--- src/rtl/pic_pkg.sv ---
package pic_pkg;
  localparam int NLINES = 8;
  localparam int IDX_W  = $clog2(NLINES);
  localparam int ADDR_W = 16;

  localparam logic [ADDR_W-1:0] A_MCMD  = 16'h0020;
  localparam logic [ADDR_W-1:0] A_MDATA = 16'h0021;
  localparam logic [ADDR_W-1:0] A_SCMD  = 16'h00A0;
  localparam logic [ADDR_W-1:0] A_SDATA = 16'h00A1;
  localparam logic [ADDR_W-1:0] A_TMM   = 16'h04D0;
  localparam logic [ADDR_W-1:0] A_TMS   = 16'h04D1;

  localparam logic [NLINES-1:0] TM_MASK_MASTER = 8'hF8;
  localparam logic [NLINES-1:0] TM_MASK_SLAVE  = 8'hDE;
  localparam int CASCADE_IN = 2;
  localparam logic [IDX_W-1:0] SPURIOUS_IDX = 3'd7;

  typedef enum logic [1:0] {
    CFG_RUN,
    CFG_BASE,
    CFG_LINK,
    CFG_MODE
  } cfg_step_t;
endpackage

--- src/rtl/pic_prio.sv ---
module pic_prio
  import pic_pkg::*;
(
  input  logic [NLINES-1:0] bits,
  input  logic [IDX_W-1:0]  rot,
  output logic              found,
  output logic [IDX_W-1:0]  level
);
  logic [IDX_W-1:0] idx;

  always_comb begin
    found = 1'b0;
    level = '0;
    idx   = '0;
    for (int p = NLINES - 1; p >= 0; p--) begin
      idx = IDX_W'(p) + rot;
      if (bits[idx]) begin
        found = 1'b1;
        level = IDX_W'(p);
      end
    end
  end
endmodule

--- src/rtl/pic_core.sv ---
module pic_core
  import pic_pkg::*;
#(
  parameter logic [NLINES-1:0] NEST_IGNORE = '0
) (
  input  logic              clk,
  input  logic              rst_n,
  input  logic [NLINES-1:0] req,
  input  logic [NLINES-1:0] force_set,
  input  logic [NLINES-1:0] trig_level,
  input  logic              wr_cmd,
  input  logic              wr_data,
  input  logic [7:0]        wdata,
  input  logic              ack,
  output logic              win_valid,
  output logic [IDX_W-1:0]  win_idx,
  output logic [7:0]        base,
  output logic [7:0]        cmd_rdata,
  output logic [7:0]        data_rdata
);
  logic [NLINES-1:0] irr_q, isr_q, imr_q, last_q;
  logic [NLINES-1:0] irr_n, isr_n, imr_n, last_n;
  logic [IDX_W-1:0]  rot_q, rot_n;
  logic [7:0]        base_n;
  cfg_step_t         step_q, step_n;
  logic              want4_q, want4_n, nest_q, nest_n;
  logic              aeoi_q, aeoi_n, raeoi_q, raeoi_n, rsel_q, rsel_n;

  logic              req_found, isr_found, top_found;
  logic [IDX_W-1:0]  req_lvl, isr_lvl, top_lvl;
  logic [NLINES-1:0] isr_cmp;
  logic [IDX_W-1:0]  eoi_idx;

  assign isr_cmp = nest_q ? (isr_q & ~NEST_IGNORE) : isr_q;

  pic_prio u_req (.bits(irr_q & ~imr_q), .rot(rot_q), .found(req_found), .level(req_lvl));
  pic_prio u_isr (.bits(isr_cmp),        .rot(rot_q), .found(isr_found), .level(isr_lvl));
  pic_prio u_top (.bits(isr_q),          .rot(rot_q), .found(top_found), .level(top_lvl));

  assign win_valid  = req_found && (!isr_found || (req_lvl < isr_lvl));
  assign win_idx    = req_lvl + rot_q;
  assign eoi_idx    = top_lvl + rot_q;
  assign cmd_rdata  = rsel_q ? isr_q : irr_q;
  assign data_rdata = imr_q;

  always_comb begin
    irr_n   = (irr_q & ~trig_level) | (req & trig_level);
    irr_n   = irr_n | (req & ~last_q & ~trig_level) | force_set;
    last_n  = req;
    isr_n   = isr_q;
    imr_n   = imr_q;
    rot_n   = rot_q;
    base_n  = base;
    step_n  = step_q;
    want4_n = want4_q;
    nest_n  = nest_q;
    aeoi_n  = aeoi_q;
    raeoi_n = raeoi_q;
    rsel_n  = rsel_q;

    if (ack && win_valid) begin
      isr_n[win_idx] = 1'b1;
      if (!trig_level[win_idx]) irr_n[win_idx] = 1'b0;
      if (aeoi_q) begin
        if (raeoi_q) rot_n = win_idx + 1'b1;
        isr_n[win_idx] = 1'b0;
      end
    end

    if (wr_cmd) begin
      if (wdata[4]) begin
        want4_n = wdata[0];
        last_n  = '0;
        irr_n   = irr_q & trig_level;
        imr_n   = '0;
        rot_n   = '0;
        rsel_n  = 1'b0;
        if (!wdata[0]) begin
          nest_n = 1'b0;
          aeoi_n = 1'b0;
        end
        step_n = CFG_BASE;
      end else if (wdata[3]) begin
        if (wdata[1]) rsel_n = wdata[0];
      end else begin
        unique case (wdata[7:5])
          3'd0, 3'd4: raeoi_n = wdata[7];
          3'd1, 3'd5: begin
            if (top_found) begin
              if (wdata[7]) rot_n = eoi_idx + 1'b1;
              isr_n[eoi_idx] = 1'b0;
            end
          end
          3'd3: isr_n[wdata[IDX_W-1:0]] = 1'b0;
          3'd6: rot_n = wdata[IDX_W-1:0] + 1'b1;
          3'd7: begin
            rot_n = wdata[IDX_W-1:0] + 1'b1;
            isr_n[wdata[IDX_W-1:0]] = 1'b0;
          end
          default: ;
        endcase
      end
    end else if (wr_data) begin
      unique case (step_q)
        CFG_RUN:  imr_n = wdata;
        CFG_BASE: begin
          base_n = {wdata[7:IDX_W], {IDX_W{1'b0}}};
          step_n = CFG_LINK;
        end
        CFG_LINK: step_n = want4_q ? CFG_MODE : CFG_RUN;
        CFG_MODE: begin
          nest_n = wdata[4];
          aeoi_n = wdata[1];
          step_n = CFG_RUN;
        end
        default: step_n = CFG_RUN;
      endcase
    end
  end

  always_ff @(posedge clk or negedge rst_n) begin
    if (!rst_n) begin
      irr_q <= '0; isr_q <= '0; imr_q <= '0; last_q <= '0;
      rot_q <= '0; base <= '0; step_q <= CFG_RUN;
      want4_q <= 1'b0; nest_q <= 1'b0; aeoi_q <= 1'b0;
      raeoi_q <= 1'b0; rsel_q <= 1'b0;
    end else begin
      irr_q <= irr_n; isr_q <= isr_n; imr_q <= imr_n; last_q <= last_n;
      rot_q <= rot_n; base <= base_n; step_q <= step_n;
      want4_q <= want4_n; nest_q <= nest_n; aeoi_q <= aeoi_n;
      raeoi_q <= raeoi_n; rsel_q <= rsel_n;
    end
  end
endmodule

--- src/rtl/pic_cascade.sv ---
module pic_cascade
  import pic_pkg::*;
(
  input  logic              clk,
  input  logic              rst_n,
  input  logic [2*NLINES-1:0] irq_lines,
  input  logic [ADDR_W-1:0] io_addr,
  input  logic [7:0]        io_wdata,
  input  logic              io_wr,
  input  logic              io_rd,
  output logic [7:0]        io_rdata,
  input  logic              inta,
  output logic              intr,
  output logic [7:0]        vector
);
  localparam int NCHIP = 2;

  logic             chip_sel, port_sel, hit_pic, hit_tm;
  logic [NLINES-1:0] tm_q [NCHIP];
  logic [NLINES-1:0] req_c [NCHIP];
  logic [NLINES-1:0] force_c [NCHIP];
  logic             valid_c [NCHIP];
  logic [IDX_W-1:0] idx_c [NCHIP];
  logic [7:0]       base_c [NCHIP];
  logic [7:0]       cmdrd_c [NCHIP];
  logic [7:0]       datrd_c [NCHIP];
  logic             ack_c [NCHIP];
  logic             m_valid, s_valid, cas_win;
  logic [IDX_W-1:0] m_idx, s_idx;

  assign hit_pic = (io_addr == A_MCMD) || (io_addr == A_MDATA) ||
                   (io_addr == A_SCMD) || (io_addr == A_SDATA);
  assign hit_tm  = (io_addr == A_TMM) || (io_addr == A_TMS);
  assign chip_sel = hit_tm ? io_addr[0] : io_addr[7];
  assign port_sel = io_addr[0];

  assign m_valid = valid_c[0];
  assign s_valid = valid_c[1];
  assign m_idx   = idx_c[0];
  assign s_idx   = idx_c[1];
  assign cas_win = m_valid && (m_idx == IDX_W'(CASCADE_IN));

  always_comb begin
    req_c[0]  = irq_lines[NLINES-1:0];
    req_c[0][CASCADE_IN] = 1'b0;
    req_c[1]  = irq_lines[2*NLINES-1:NLINES];
    force_c[0] = '0;
    force_c[0][CASCADE_IN] = s_valid;
    force_c[1] = '0;
    ack_c[0] = inta;
    ack_c[1] = inta && cas_win;
  end

  for (genvar g = 0; g < NCHIP; g++) begin : g_chip
    localparam logic [NLINES-1:0] IGN  = (g == 0) ? (8'h01 << CASCADE_IN) : 8'h00;
    localparam logic [NLINES-1:0] TMSK = (g == 0) ? TM_MASK_MASTER : TM_MASK_SLAVE;
    logic sel_here;
    assign sel_here = (chip_sel == g[0]);

    pic_core #(.NEST_IGNORE(IGN)) u_core (
      .clk        (clk),
      .rst_n      (rst_n),
      .req        (req_c[g]),
      .force_set  (force_c[g]),
      .trig_level (tm_q[g]),
      .wr_cmd     (io_wr && hit_pic && sel_here && !port_sel),
      .wr_data    (io_wr && hit_pic && sel_here && port_sel),
      .wdata      (io_wdata),
      .ack        (ack_c[g]),
      .win_valid  (valid_c[g]),
      .win_idx    (idx_c[g]),
      .base       (base_c[g]),
      .cmd_rdata  (cmdrd_c[g]),
      .data_rdata (datrd_c[g])
    );

    always_ff @(posedge clk or negedge rst_n) begin
      if (!rst_n)                        tm_q[g] <= '0;
      else if (io_wr && hit_tm && sel_here) tm_q[g] <= io_wdata & TMSK;
    end
  end

  always_comb begin
    io_rdata = '0;
    if (io_rd) begin
      if (hit_tm)        io_rdata = tm_q[chip_sel];
      else if (hit_pic)  io_rdata = port_sel ? datrd_c[chip_sel] : cmdrd_c[chip_sel];
    end
  end

  always_ff @(posedge clk or negedge rst_n) begin
    if (!rst_n) begin
      intr   <= 1'b0;
      vector <= '0;
    end else begin
      intr <= m_valid;
      if (inta) begin
        if (!m_valid)     vector <= base_c[0] + 8'(SPURIOUS_IDX);
        else if (cas_win) vector <= base_c[1] + 8'(s_valid ? s_idx : SPURIOUS_IDX);
        else              vector <= base_c[0] + 8'(m_idx);
      end
    end
  end
endmodule

--- config.mk ---
export PLATFORM = sky130hd
export DESIGN_NAME = pic_cascade
export DESIGN_NICKNAME = d
export VERILOG_FILES = /design/src/rtl/pic_pkg.sv /design/src/rtl/pic_prio.sv /design/src/rtl/pic_core.sv /design/src/rtl/pic_cascade.sv
export SDC_FILE = /design/constraint.sdc
export NUM_CORES = 1
export LEC_CHECK = 0
export ABC_AREA = 0
export BUFFER_PORTS_ARGS = -buffer_cell sky130_fd_sc_hd__buf_2
export CAP_MARGIN = 30
export CORE_MARGIN = 2
export CORE_UTILIZATION = 55
export CTS_CLUSTER_DIAMETER = 30
export DETAILED_ROUTE_END_ITERATION = 16
export PLACE_DENSITY = 0.73
export SYNTH_ARGS = -nofsm -noshare
export SYNTH_HDL_FRONTEND = slang
export SYNTH_SLANG_ARGS = --single-unit
--- constraint.sdc ---
create_clock -name clk -period 10.7 [get_ports clk]
set_input_delay 1.07 -clock clk [delete_from_list [all_inputs] [get_ports clk]]
set_output_delay 1.07 -clock clk [all_outputs]
set_load 0.01 [all_outputs]
==> metrics.txt <==
# TYPE chip_impl_metric gauge
chip_impl_metric{name="stdcell_area",unit="mm^2"} 0.00995
chip_impl_metric{name="initialDrtViolationCount",unit=""} 1076
chip_impl_metric{name="final.setup.tns",unit="ns"} 0
chip_impl_metric{name="number_of_enable_flip_flop_cells_after_synthesis",unit=""} 0
chip_impl_metric{name="die_area",unit="mm^2"} 0.0180
chip_impl_metric{name="cts_hold_buf",unit=""} 0
chip_impl_metric{name="worstSkewPairLatency",unit="ns"} 0.37
chip_impl_metric{name="fmaxAchievable",unit="GHz"} 0.176
chip_impl_info{name="critPathTopFamily",value="adder cells"} 1
chip_impl_metric{name="report.power.total",unit="mW"} 1.06
chip_impl_metric{name="timing.clock.skew",unit="ns"} 0.00928
chip_impl_metric{name="first_global_vias",unit=""} 7745
chip_impl_metric{name="num_antenna_cells",unit=""} 0
chip_impl_info{name="grt.busiest_layer",value="met2"} 1
chip_impl_metric{name="synth.yosys.seq_area_share",unit=""} 0.301
chip_impl_metric{name="tightest_slew",unit="ns"} 1.00
chip_impl_metric{name="worstPathArrival",unit="ns"} 5.95
chip_impl_info{name="worst_path_max_delay_cell",value="dfrtp_1"} 1
chip_impl_info{name="critPathKind",value="reg -> reg"} 1
chip_impl_metric{name="via_per_inst",unit=""} 6.49
chip_impl_metric{name="layout_cells_sized_above_1",unit=""} 0.179
chip_impl_metric{name="placedCellCount",unit=""} 1234
chip_impl_info{name="startpoint_type",value="register"} 1
chip_impl_metric{name="finalWeightedCongestion",unit=""} 0.936
chip_impl_metric{name="timing.final.hold_violations",unit=""} 0
chip_impl_metric{name="drt-pass1-iter-count",unit=""} 5
chip_impl_metric{name="detail_route.wl_per_cell",unit="um"} 20.4
chip_impl_metric{name="seq_area",unit="mm^2"} 0.00280
chip_impl_metric{name="drcViolationCount",unit=""} 0
chip_impl_metric{name="peakVddDrop",unit="uV"} 86.1
chip_impl_info{name="critPathCaptureType",value="register"} 1
chip_impl_metric{name="ctsHtreeMaxLevel",unit=""} 3
chip_impl_metric{name="initial_antenna_violation_count",unit=""} 0
chip_impl_metric{name="gr-usage-met1",unit=""} 0.440
chip_impl_metric{name="wl",unit="um"} 25400
chip_impl_metric{name="layout-area-overhead-vs-synth",unit="%"} 7.07
chip_impl_metric{name="design.core.area",unit="mm^2"} 0.0166
chip_impl_metric{name="min_period_over_period",unit=""} 0.531
chip_impl_metric{name="place_ws",unit="ns"} 5.08
chip_impl_info{name="cts_tree",value="built"} 1
chip_impl_info{name="cts.root.buffer_cell",value="clkbuf_16"} 1
chip_impl_metric{name="worst_slack",unit="ns"} 5.02
chip_impl_metric{name="leakagePower",unit="nW"} 4.39
chip_impl_metric{name="setup_violations",unit=""} 0
chip_impl_metric{name="grt_util_met2",unit=""} 0.444
chip_impl_metric{name="clk_pin_slew_worst_paths",unit="ns"} 0.08
chip_impl_metric{name="holdWs",unit="ns"} 0.511
chip_impl_metric{name="fp_rows",unit=""} 47
chip_impl_metric{name="syn-cell-area",unit="mm^2"} 0.00930
chip_impl_info{name="run_status",value="finished, final reports clean"} 1
chip_impl_metric{name="cts_resized",unit=""} 0
chip_impl_metric{name="globalRouteMet3Util",unit=""} 0.0457
chip_impl_metric{name="yosysUniqueCellTypes",unit=""} 85
chip_impl_metric{name="cell_area_reported_after_detailed_placement",unit="mm^2"} 0.00965
chip_impl_info{name="worstHoldPathType",value="reg -> reg"} 1
chip_impl_metric{name="numClockSinks",unit=""} 112
chip_impl_metric{name="asyncSetResetFlopFracSynth",unit=""} 1.00
chip_impl_metric{name="dp_hpwl",unit="um"} 19300
chip_impl_metric{name="portBuffers",unit=""} 60
chip_impl_metric{name="height_of_the_die",unit="um"} 134
chip_impl_metric{name="yosys_register_bits",unit=""} 112
chip_impl_metric{name="worstPathBufferInverterCount",unit=""} 3
chip_impl_info{name="cpMostUsedCell",value="ha_1"} 1
chip_impl_metric{name="synth_area_per_cell",unit="um^2"} 9.27
chip_impl_metric{name="final_cell_count_no_fill",unit=""} 1250
chip_impl_metric{name="route.vias.total",unit=""} 8108
chip_impl_metric{name="tritoncts.num_buffers",unit=""} 9
chip_impl_metric{name="grt_start_max_net_pins",unit=""} 58
chip_impl_metric{name="initial_utilization",unit=""} 0.561
chip_impl_metric{name="pin_count",unit=""} 62
chip_impl_metric{name="cpPeakStageDelay",unit="ns"} 0.86
chip_impl_metric{name="timing.critical_path.fanout_max",unit=""} 21
chip_impl_metric{name="grt_first_pass_wirelength",unit="um"} 41800
chip_impl_info{name="synth-main-ff-cell",value="dfrtp_1"} 1
chip_impl_metric{name="postRouteAntennaNets",unit=""} 0
chip_impl_metric{name="layout.nets",unit=""} 1100
chip_impl_metric{name="gr-usage-all-layers",unit=""} 0.295
chip_impl_metric{name="postLayoutCoreUtil",unit=""} 0.600
chip_impl_metric{name="synth_fp_nets",unit=""} 1078
chip_impl_info{name="path_cells",value="inv_1, ha_1, xnor2_2, mux4_2, o211ai_1, a21oi_1, nor2_1, ha_1, inv_1, fa_1, clkinv_1, ha_1, nand4_4, nor2_1, and3_1, a211oi_1"} 1
chip_impl_metric{name="yosys_warnings",unit=""} 0
chip_impl_metric{name="layout_min_cycle_time",unit="ns"} 5.68
chip_impl_metric{name="global_route.overflow_total",unit=""} 0
chip_impl_metric{name="clock_tree.buffer_depth",unit=""} 2
chip_impl_metric{name="max_slew_violation_total_from_the_final_report",unit=""} 0
chip_impl_metric{name="maxCapViolCount",unit=""} 0
chip_impl_metric{name="chipWidth",unit="um"} 134
chip_impl_metric{name="multi_input_logic_area",unit="mm^2"} 0.00609
chip_impl_metric{name="pwr_cell_area",unit="mW/mm^2"} 107
chip_impl_info{name="rsz0062_at_grt",value="false"} 1
chip_impl_metric{name="post-cts-setup-buffers",unit=""} 0
chip_impl_metric{name="syn-instance-count",unit=""} 1003
chip_impl_metric{name="max_slew_margin",unit=""} 0.332
chip_impl_metric{name="number_of_filler_instances_in_the_final_layout",unit=""} 1449
chip_impl_metric{name="required",unit="ns"} 10.98
==> state kept, by name, indices dropped and copies added (netlist names) <==
| name | count |
|---|---|
| g_chip.u_core.base | 10 |
| g_chip.u_core.step_q | 4 |
| g_chip.u_core.irr_q | 16 |
| vector | 8 |
| g_chip.u_core.want4_q | 2 |
| intr | 1 |
| g_chip.u_core.raeoi_q | 2 |
| g_chip.u_core.data_rdata | 16 |
| g_chip.u_core.rot_q | 6 |
| g_chip.u_core.aeoi_q | 2 |
| g_chip.u_core.isr_cmp | 8 |
| g_chip.u_core.rsel_q | 2 |
| g_chip.u_core.isr_q | 8 |
| g_chip.u_core.nest_q | 1 |
| tm_q | 11 |
| g_chip.u_core.last_q | 15 |
==> cells by family (layout without fill, tap and decap cells) <==
logic type,after synthesis,in the layout,synth area share
simple gates,378,378,0.222
xor+xnor,28,28,0.0324
buf+inv,94,121,0.0432
fa+ha+maj,30,30,0.0436
mux,126,126,0.189
flops,112,112,0.301
compound gates,235,235,0.169
==> report_power, final <==
part / internal [mW] / switching, mW / total [mW]
combinational: 0.0985 / 0.159 / 0.257
clock: 0.166 / 0.179 / 0.344
sequential: 0.440 / 0.0207 / 0.461
total: 0.705 / 0.358 / 1.06
==> worst paths after layout <==
| path | start | to | slack [ns] | cells past startpoint |
|---|---|---|---|---|
| setup / recovery | g_chip[0].u_core.rot_q[1] | g_chip[1].u_core.isr_cmp[5] | 5.02 | 16 |
| hold / removal | g_chip[1].u_core.base[5] | g_chip[1].u_core.base[5] | 0.51 | 1 |
| setup reg to reg | g_chip[0].u_core.rot_q[1] | g_chip[1].u_core.isr_cmp[5] | 5.02 | 16 |
| hold reg to reg | g_chip[1].u_core.base[5] | g_chip[1].u_core.base[5] | 0.51 | 1 |
| max in group asynchronous | rst_n | g_chip[1].u_core.rot_q[0] | 8.75 | 2 |
| min in group asynchronous | rst_n | g_chip[0].u_core.base[4] | 0.74 | 1 |
==> cell usage after synthesis (all sizes together) (18+ instances only) <==
master | number | area, um^2
nand2 | 121 | 454
dfrtp | 112 | 2800
nor2 | 58 | 234
mux2i | 55 | 563
o21ai | 49 | 245
a21oi | 47 | 235
inv | 39 | 146
nor3 | 37 | 218
mux2 | 36 | 405
mux4 | 35 | 788
clkbuf | 34 | 128
nand2b | 32 | 200
a31oi | 30 | 194
and2 | 27 | 169
ha | 26 | 325
o21a | 22 | 165
xnor2 | 20 | 224
nand3 | 19 | 95.1
buf | 18 | 116
nor2b | 18 | 113
==> layout make-up <==
type,instances,share of cell area
clock inverter,7,0.00754
multi-input combinational,797,0.612
inverter,42,0.0158
timing repair buffer,63,0.0327
sequential,112,0.282
clock buffer,9,0.0226
tap,220,0.0277
==> layer usage <==
metal / up-vias / part of all wire
met5: - / 0
met4: 0 / 0.025
met3: 50 / 0.083
met2: 373 / 0.45
met1: 3944 / 0.44
li1: 3741 / -
==> layout by cell type (no fill, tap or decap), drive strengths merged, types with 5 or more instances in the layout <==
cell type | Yosys | layout
a21boi | 6 | 6
xor2 | 8 | 8
a211oi | 15 | 15
buf | 18 | 63
ha | 26 | 26
o21ai | 49 | 49
nor3 | 37 | 37
mux4 | 35 | 35
nand3 | 19 | 19
inv | 39 | 42
o211ai | 9 | 9
xnor2 | 20 | 20
o22ai | 12 | 12
a21oi | 47 | 47
nand4 | 11 | 11
mux2i | 55 | 55
a22o | 14 | 14
nor2b | 18 | 18
and2 | 27 | 27
nand3b | 5 | 5
or3 | 5 | 5
clkbuf | 34 | 9
clkinv | 3 | 7
nor4 | 14 | 14
nand2 | 121 | 121
nand2b | 32 | 32
and3 | 13 | 13
a31oi | 30 | 30
dfrtp | 112 | 112
nor2 | 58 | 58
o21a | 22 | 22
mux2 | 36 | 36
==> worst reg2reg max path, stage by stage (launching register included) <==
cell      delay [ns]
dfrtp_1         0.86
inv_1           0.29
ha_1            0.30
xnor2_2         0.45
mux4_2          0.62
o211ai_1        0.19
a21oi_1         0.12
nor2_1          0.10
ha_1            0.14
inv_1           0.05
fa_1            0.73
clkinv_1        0.44
ha_1            0.43
nand4_4         0.19
nor2_1          0.16
and3_1          0.29
a211oi_1        0.24
No activity file was read; power rests on OpenSTA's default activity.
